File: config.mk
export PLATFORM = sky130hd
export DESIGN_NAME = wi_ripple_adder
export DESIGN_NICKNAME = d
export VERILOG_FILES = /design/src/rtl/wi_dr_pkg.sv /design/src/rtl/wi_fa_cell.sv /design/src/rtl/wi_done_det.sv /design/src/rtl/wi_ripple_adder.sv
export SDC_FILE = /design/constraint.sdc
export NUM_CORES = 1
export LEC_CHECK = 0
export ABC_AREA = 0
export CAP_MARGIN = 20
export CORE_MARGIN = 2
export CORE_UTILIZATION = 48
export DETAILED_ROUTE_END_ITERATION = 7
export HOLD_SLACK_MARGIN = 0.03
export PLACE_DENSITY = 0.82
export SYNTH_ARGS = -nofsm -noshare
export SYNTH_HDL_FRONTEND = slang
export SYNTH_HIERARCHICAL = 1
export SYNTH_SLANG_ARGS = --single-unit
File: constraint.sdc
create_clock -name clk -period 28.1 [get_ports clk]
set_input_delay 5.62 -clock clk [delete_from_list [all_inputs] [get_ports clk]]
set_output_delay 5.62 -clock clk [all_outputs]
set_load 0.02 [all_outputs]
File: src/rtl/wi_dr_pkg.sv
package wi_dr_pkg;
  typedef struct packed {
    logic one;
    logic zero;
  } rail_t;

  function automatic logic pair_valid(input rail_t p);
    return p.one ^ p.zero;
  endfunction

  function automatic logic pair_spacer(input rail_t p);
    return ~(p.one | p.zero);
  endfunction
endpackage

File: src/rtl/wi_fa_cell.sv
module wi_fa_cell
  import wi_dr_pkg::*;
(
  input  logic  clk,
  input  logic  rst_n,
  input  rail_t a,
  input  rail_t b,
  input  rail_t ci,
  output rail_t co,
  output rail_t s
);
  logic set_one, set_zero, all_gone;

  // Carry: disjoint product terms; equal operands decide alone, and every
  // term contains an operand rail so that spacer operands clear it at once.
  always_comb begin
    co.one  = (a.one & b.one)   | (a.one & b.zero & ci.one)  | (a.zero & b.one & ci.one);
    co.zero = (a.zero & b.zero) | (a.one & b.zero & ci.zero) | (a.zero & b.one & ci.zero);
  end

  // Sum minterms need all three inputs.
  always_comb begin
    set_one  = (a.one & b.zero & ci.zero) | (a.zero & b.one & ci.zero) |
               (a.zero & b.zero & ci.one) | (a.one & b.one & ci.one);
    set_zero = (a.zero & b.zero & ci.zero) | (a.one & b.one & ci.zero) |
               (a.one & b.zero & ci.one)   | (a.zero & b.one & ci.one);
    all_gone = pair_spacer(a) & pair_spacer(b) & pair_spacer(ci);
  end

  // Hysteresis element per sum rail.
  always_ff @(posedge clk or negedge rst_n) begin
    if (!rst_n) begin
      s <= '0;
    end else if (set_one | set_zero) begin
      s.one  <= set_one;
      s.zero <= set_zero;
    end else if (all_gone) begin
      s <= '0;
    end
  end
endmodule

File: src/rtl/wi_done_det.sv
module wi_done_det #(
  parameter int unsigned N = 33
) (
  input  logic         clk,
  input  logic         rst_n,
  input  logic [N-1:0] pv,
  input  logic [N-1:0] pany,
  output logic         done
);
  always_ff @(posedge clk or negedge rst_n) begin
    if (!rst_n)        done <= 1'b0;
    else if (&pv)      done <= 1'b1;
    else if (~|pany)   done <= 1'b0;
  end
endmodule

File: src/rtl/wi_ripple_adder.sv
module wi_ripple_adder
  import wi_dr_pkg::*;
#(
  parameter int unsigned W = 32
) (
  input  logic         clk,
  input  logic         rst_n,
  input  logic [W-1:0] op_a_one,
  input  logic [W-1:0] op_a_zero,
  input  logic [W-1:0] op_b_one,
  input  logic [W-1:0] op_b_zero,
  input  logic         cin_one,
  input  logic         cin_zero,
  output logic [W-1:0] sum_one,
  output logic [W-1:0] sum_zero,
  output logic         cout_one,
  output logic         cout_zero,
  output logic         done
);
  localparam int unsigned NP = W + 1;

  logic [W:0]    cy_one, cy_zero;
  logic [NP-1:0] res_v, res_any;

  assign cy_one[0]  = cin_one;
  assign cy_zero[0] = cin_zero;

  for (genvar i = 0; i < W; i++) begin : g_bit
    rail_t ra, rb, rc, rco, rs;
    assign ra = '{one: op_a_one[i], zero: op_a_zero[i]};
    assign rb = '{one: op_b_one[i], zero: op_b_zero[i]};
    assign rc = '{one: cy_one[i],   zero: cy_zero[i]};

    wi_fa_cell u_cell (
      .clk(clk), .rst_n(rst_n), .a(ra), .b(rb), .ci(rc), .co(rco), .s(rs)
    );

    assign cy_one[i+1]  = rco.one;
    assign cy_zero[i+1] = rco.zero;
    assign sum_one[i]   = rs.one;
    assign sum_zero[i]  = rs.zero;
    assign res_v[i]     = rs.one ^ rs.zero;
    assign res_any[i]   = rs.one | rs.zero;
  end

  assign cout_one    = cy_one[W];
  assign cout_zero   = cy_zero[W];
  assign res_v[W]    = cout_one ^ cout_zero;
  assign res_any[W]  = cout_one | cout_zero;

  wi_done_det #(.N(NP)) u_done (
    .clk(clk), .rst_n(rst_n), .pv(res_v), .pany(res_any), .done(done)
  );
endmodule

# After elaboration in Yosys (flattened, before gate mapping)
# Cells that the tools add are included.
[totals] reg_bits=65 latch_bits=0 ram_bits=0 mem_bits_ro=0 in_bits=132 output_inout_bits=67 wordCells=1224 memories=0
[classes] add_sub_neg=0 multipliers=0 div=0 magnitude_cmp=0 eq_ne=1 shifts=0 muxes=66 bitwise_logic=1058 reduce_logical=34
[ops] cell="$or 1x1->1" n=481
[ops] cell="$and 1x1->1" n=448
[ops] cell="$mux 2" n=64
[ops] cell="$not 1->1" n=96
[ops] cell="$reduce_bool 2->1" n=32
[ops] cell="$reduce_and 33->1" n=1
[ops] cell="$reduce_or 33->1" n=1
[ops] cell="$xor 1x1->1" n=33
[ops] cell="$mux 1" n=2
[ops] cell="$ne 2x1->1 const B" n=1

# Depth between registers and ports, before layout
# Gate-level depths: netlist of run 1.
[depth] ltp_word=101 depth_mapped=71 ltp_nobuf=71

# Modules after synthesis
# Netlist of run 1, hierarchy kept.
[modules_own_cells] module="wi_fa_cell" instances=32 cells_each=18 area_per_inst_um2=168.9 seq_area_each_um2=50.0
[modules_own_cells] module="wi_ripple_adder" instances=1 cells_each=132 area_per_inst_um2=784.5 seq_area_each_um2=0.0
[modules_own_cells] module="wi_done_det" instances=1 cells_each=26 area_per_inst_um2=178.9 seq_area_each_um2=25.0

# Least setup slack after synthesis of run 1
# OpenSTA, ideal clock, no wires.
[synth_path] path_type="in2out" from="input port cin_zero" to="output port cout_zero" arrival_ns=19.681 required_time_ns=22.480 slack_ns=2.799 cell_stages=64 n_path_buf=0 path_cell_list="a21o_1 > a32o_1 > a21o_1 > a32o_1 > a21o_1 > a32o_1 > a21o_1 > a32o_1 > a21o_1 > a32o_1 > a21o_1 > a32o_1 > a21o_1 > a32o_1 > a21o_1 > a32o_1 > a21o_1 > a32o_1 > [... 28 more ...] > a21o_1 > a32o_1 > a21o_1 > a32o_1 > a21o_1 > a32o_1 > a21o_1 > a32o_1 > a21o_1 > a32o_1 > a21o_1 > a32o_1 > a21o_1 > a32o_1 > a21o_1 > a32o_1 > a21o_1 > a32o_1"
[synth_lines] element="start: declaration" line="wi_ripple_adder.sv:13" rtl="input logic cin_zero,"
[synth_lines] element="end: declaration" line="wi_ripple_adder.sv:17" rtl="output logic cout_zero,"

==> results.tsv, run 1 <==
metric	value	unit
synth_ff_type	dfrtp_1	
ir_drop	0.0257	mV
final_net_count	1108	
worstHoldPathType	reg -> reg	
insertion_delay	0.32	ns
post-dp-hpwl	12.8	mm
finalCoreUtilization	0.678	
layout-drive-gt1-share	0.0507	
setup_viol	0	
mostFrequentLayoutCell	clkdlybuf4s50_1	
cts_buffer_depth	2	
grt_overflow	0	
fillers	1080	
worstPathRequired	22.48	ns
finalCritPeriodShare	0.966	
die_h	119	um
yosys.area_share.simple	0.0788	
yosys_warnings	6	
grt_first_pass_wirelength	27.0	mm
cts_tree	built	
criticalPathCategory	in -> out	
power.density	50.9	mW/mm2
end_kind	primary output	
rsz0062_at_grt	no	
grt_max_degree	66	
io_buffers	198	
synthesis.nets	899	
synth_compound_area_frac	0.505	
ys_seq_area_frac	0.255	
cts_max_level	3	
cts-buffers-inserted	9	
worstHoldPathCells	2	
synth_edf_count	0	
met2_usage	0.362	
r2r_end	u_done/done	
grt_util_met1	0.316	
drtIter0Drc	376	
syn_avg_cell_area	8.68	um2
detail-route-antenna-nets	0	
finalHoldViolCount	0	
whs	0.519	ns
io_pins	199	
status	completed	
yosys_register_bits	65	
drtPass1Iterations	4	
core	0.0131	mm2
tns	0	ns
clock_skew	0.00723	ns
cts_hold_buf	0	
crit_fanout	6	
grtUsageTotal	0.226	
pre_cts_ws	0.725	ns
antenna_found_initial	0	
cp.arrival	21.53	ns
drcViolationCount	0	
clock-sinks	65	
start_util	0.487	
grt.busiest_layer	met2	
finalPower	452	uW
drv_slew	0	
vias	6731	
netlist_area	0.00637	mm2
diodes	0	
hold_end	u_done/done	
tightest_slew	0.812	ns
grt_use_met3	0.0263	
worst_setup_path_start_kind	input pin	
synth.distinct_cells	20	
reg2reg_depth	7	
synth-async-reset-ratio	1.00	
wire_per_inst	14.8	um
seq_area	0.00163	mm2
slowest_delay	0.51	ns
synthCells	734	
row_count	42	
synth_top_family_by_area	compound AO/OA/AOI/OAI gates	
place_congestion	0.825	
multiInputGateArea	0.00413	mm2
leakagePower	4.05	nW
routed_wl	16.6	mm
rrSetupSlack	26.31	ns
routed_via_density	5.99	
yosys.area_share.xor_xnor	0	
dpl_cell_area	0.00857	mm2
max_slew_margin	0.458	
drv_cap	0	
synthToLayoutAreaGrowth	39.3	%
root_buffer	clkbuf_16	
fin_cells	1123	
crit-reg2reg-launch	g_bit[3].u_cell/s[1]	
mostFrequentLayoutCells	clkdlybuf4s50_1, inv_1, dfrtp_1	
crit_slowest_cell	clkdlybuf4s50_1	
grt_pass1_vias	5739	
fin_ws	0.947	ns
placed_cells	1108	
design_area	0.00887	mm2
fin_crit	27.15	ns
synthAdderAreaFrac	0.0648	
hp-start	u_done/done	
die_area	0.0142	mm2
clk_pin_slew	0.05	ns
synthMuxAreaShare	0	
fp.dieW	119	um
clock.fmax	0.0368	GHz
-- what timing repair did --
| action | 4_1_cts | 5_1_grt |
|---|---|---|
| setup endpoints to repair | 0 | 2 |
| gates resized for setup | 0 | 2 |
| buffers inserted | 0 | 0 |
-- cells in the mapped netlist, drive strengths merged (9+ instances only) --
cell	instances	share of area
or4	32	0.038
o22ai	32	0.031
o21ai	65	0.051
a22o	64	0.088
ha	33	0.065
dfrtp	65	0.26
a32o	64	0.10
inv	163	0.096
nor4	9	0.0098
a21o	64	0.075
nand4	9	0.0088
a22oi	64	0.075
nor2	33	0.019
o32ai	32	0.082
-- cell type report --
class	count	share of cell area
flip-flops and latches	65	0.183
repair buffers	198	0.224
clock inverters	3	0.00451
multi-input cells	506	0.466
inverters	163	0.0690
well taps	176	0.0248
clock buffers	12	0.0289
-- critical path, delay by kind of cell --
family	cells	cell delay (ns)
buffers and inverters	2	0.73
AO/OA/AOI/OAI	64	15.16
-- registers in the layout, indices dropped and copies added (netlist names) --
signal	cells
g_bit.u_cell/s	64
u_done/done	1
-- worst max-delay path by stage --
stage             start        end  slack (ns)  cells past startpoint
2_1_floorplan  cin_zero  cout_zero        2.80                     64
3_3_place_gp   cin_zero  cout_zero        0.81                     66
3_5_place_dp   cin_zero  cout_zero        0.73                     66
4_1_cts        cin_zero  cout_zero        0.65                     66
5_1_grt        cin_zero  cout_zero        0.13                     66
6_report       cin_zero  cout_zero        0.95                     66
-- layer usage --
metal,up-vias,wire [um]
met5,-,0
met4,0,444
met1,3150,7710
met2,189,7680
li1,3365,-
met3,27,736
-- cell families after synthesis --
| kind of cell | after synthesis |
|---|---|
| AO/OA/AOI/OAI | 386 |
| adder cells (fa/ha/maj) | 33 |
| buffers and inverters | 163 |
| flip-flops | 65 |
| AND/OR/NAND/NOR | 87 |
-- where the power goes --
| group | switching (mW) | total (mW) | internal [mW] |
|---|---|---|---|
| combinational | 0.109 | 0.210 | 0.100 |
| sequential | 0.0178 | 0.131 | 0.114 |
| clock | 0.0383 | 0.111 | 0.0727 |
Note: power is estimated with default switching activity, not from simulation.
==> run 2, diff against run 1 <==
--- a/config.mk
+++ b/config.mk
@@ -8,10 +8,11 @@
 export ABC_AREA = 0
 export CAP_MARGIN = 20
 export CORE_MARGIN = 2
-export CORE_UTILIZATION = 48
+export CORE_UTILIZATION = 49
+export CTS_BUF_LIST = sky130_fd_sc_hd__clkbuf_8
 export DETAILED_ROUTE_END_ITERATION = 7
 export HOLD_SLACK_MARGIN = 0.03
-export PLACE_DENSITY = 0.82
+export PLACE_DENSITY = 0.84
 export SYNTH_ARGS = -nofsm -noshare
 export SYNTH_HDL_FRONTEND = slang
 export SYNTH_HIERARCHICAL = 1
==> run 2 against run 1 <==
Effect of this change:
- clock power shrank 24%
- count of clock-buffer cells in the layout shrank 3
- core utilization grew 1.6 points
- critical path depth is the same
- combinational power is essentially flat
- sequential cell count is the same
- register-to-register slack gained 0.05 ns
- sequential power is essentially flat
- largest power group unchanged
- highest routed layer unchanged
==> results.tsv, run 2 (same netlist as run 1, synthesis figures left out) <==
metric	value	unit	change
cp.arrival	21.58	ns	+0.05 ns
rsz0062_at_grt	no		
crit_slowest_cell	clkdlybuf4s50_1		
grt_use_met3	0.0305		+0.00418
grt_pass1_vias	5920		+3.2%
cts_tree	built		
finalCritPeriodShare	0.968		+0.00151
grt_overflow	0		unchanged
cts_max_level	3		unchanged
whs	0.518	ns	-0.00109 ns
row_count	41		-2.4%
cts_hold_buf	0		unchanged
leakagePower	4.02	nW	-0.68%
root_buffer	clkbuf_8		
top_regs	g_bit.u_cell/s (64), u_done/done (1)		
tightest_slew	0.816	ns	+0.00401 ns
dpl_cell_area	0.00857	mm2	unchanged
final_net_count	1109		+0.090%
mostFrequentLayoutCell	clkdlybuf4s50_1		
status	completed		
drv_cap	0		unchanged
drtPass1Iterations	5		+1
cts-buffers-inserted	9		unchanged
slowest_delay	0.52	ns	about the same
drtIter0Drc	447		+19%
largest_reg_flops	64		unchanged
grtUsageTotal	0.234		+0.00781
antenna_found_initial	0		unchanged
clk_pin_slew	0.07	ns	+0.02 ns
wire_per_inst	14.9	um	+1.1%
grt.busiest_layer	met2		
grt_first_pass_wirelength	27.8	mm	+2.8%
crit_fanout	7		+1
routed_via_density	6.09		+1.6%
synthToLayoutAreaGrowth	38.0	%	
fillers	1008		-6.7%
place_congestion	0.886		+7.4%
met2_usage	0.384		+0.0220
fin_crit	27.20	ns	+0.0425 ns
diodes	0		unchanged
die_area	0.0139	mm2	-2.0%
ir_drop	0.0288	mV	+12%
tns	0	ns	unchanged
detail-route-antenna-nets	0		unchanged
insertion_delay	0.33	ns	about the same
post-dp-hpwl	13.1	mm	+2.0%
core	0.0127	mm2	-3.2%
worstPathRequired	22.48	ns	about the same
power.density	48.5	mW/mm2	-4.9%
max_slew_margin	0.456		-0.00267
worstHoldPathType	reg -> reg		
finalHoldViolCount	0		unchanged
clock-sinks	65		unchanged
fin_ws	0.904	ns	-0.0425 ns
criticalPathCategory	in -> out		
io_pins	199		unchanged
fp.dieW	118	um	-0.99%
clock.fmax	0.0368	GHz	-0.16%
grt_util_met1	0.320		+0.00405
cts_buffer_depth	2		unchanged
drv_slew	0		unchanged
clock_skew	0.00849	ns	+0.00126 ns
drcViolationCount	0		unchanged
worst_setup_path_start_kind	input pin		
io_buffers	198		unchanged
die_h	118	um	-0.99%
routed_wl	16.7	mm	+0.92%
end_kind	primary output		
layout-drive-gt1-share	0.0516		+0.000947
start_util	0.503		+0.0159
vias	6824		+1.4%
grt_max_degree	66		unchanged
design_area	0.00879	mm2	-0.93%
mostFrequentLayoutCells	clkdlybuf4s50_1, inv_1, dfrtp_1		
regMostFlops	g_bit.u_cell/s		
setup_viol	0		unchanged
pre_cts_ws	0.680	ns	-0.0450 ns
==> run 2: cell types whose count changed in the layout (fill, tap and decap cells not counted) <==
| cell | change |
|---|---|
| buf_2 | +1 |
| bufinv_16 | +1 |
| clkbuf_1 | -1 |
| clkbuf_16 | -9 |
| clkbuf_8 | +7 |
| clkdlybuf4s50_1 | -1 |
| clkinv_2 | -1 |
| clkinvlp_4 | +2 |
| dlymetal6s2s_1 | +1 |
| inv_1 | +2 |
==> run 2: per-layer routing <==
layer,vias to the layer above,routed length [um]
li1,3373,-
met1,3236,7590
met2,191,8040
met3,24,758
met4,0,344
met5,-,0
==> run 2: area by class of cell <==
cell class / instances / area [um2] / share of cell area
Clock buffer: 9 / 124 / 0.0141
Clock inverter: 7 / 87.6 / 0.00997
Inverter: 163 / 612 / 0.0696
Multi-Input combinational cell: 506 / 4130 / 0.470
Sequential cell: 65 / 1630 / 0.185
Tap cell: 172 / 215 / 0.0245
Timing Repair Buffer: 199 / 1990 / 0.227
==> run 2: where the power goes <==
part / switching, mW / internal (mW) / leakage (nW)
Clock: 0.0358 / 0.0492 / 0.108
Combinational: 0.109 / 0.100 / 3.18
Sequential: 0.0183 / 0.113 / 0.739
Total: 0.163 / 0.263 / 4.02
==> run 2: per-stage QoR <==
step / power [mW] / utilization / cells
CTS: 0.429 / 0.693 / 1121
global placement: 0.339 / 0.676 / 1105
detailed placement: 0.342 / 0.676 / 1105
floorplan: 0.243 / - / 734
global route: 0.458 / 0.693 / 1121
finish: 0.426 / 0.693 / 1121
==> run 2: timing repair <==
action | CTS | global route
gates resized for setup | 0 | 3
setup buffers | 0 | 0
endpoints found under the setup margin | 0 | 2
==> run 2: worst paths after layout <==
check | startpoint | end | slack, ns | depth (start not counted)
min in group asynchronous | rst_n | g_bit[6].u_cell/s[0] | 5.47 | 2
max in group asynchronous | rst_n | g_bit[25].u_cell/s[0] | 22.10 | 2
min reg2reg | u_done/done | u_done/done | 0.52 | 2
min | u_done/done | u_done/done | 0.52 | 2
max reg2reg | g_bit[6].u_cell/s[1] | u_done/done | 26.36 | 7
max | op_a_zero[0] | cout_zero | 0.90 | 66
==> run 2: critical path: cells and delay by family <==
family | cells | cell delay [ns]
AO/OA/AOI/OAI | 64 | 15.20
buffers and inverters | 2 | 0.74
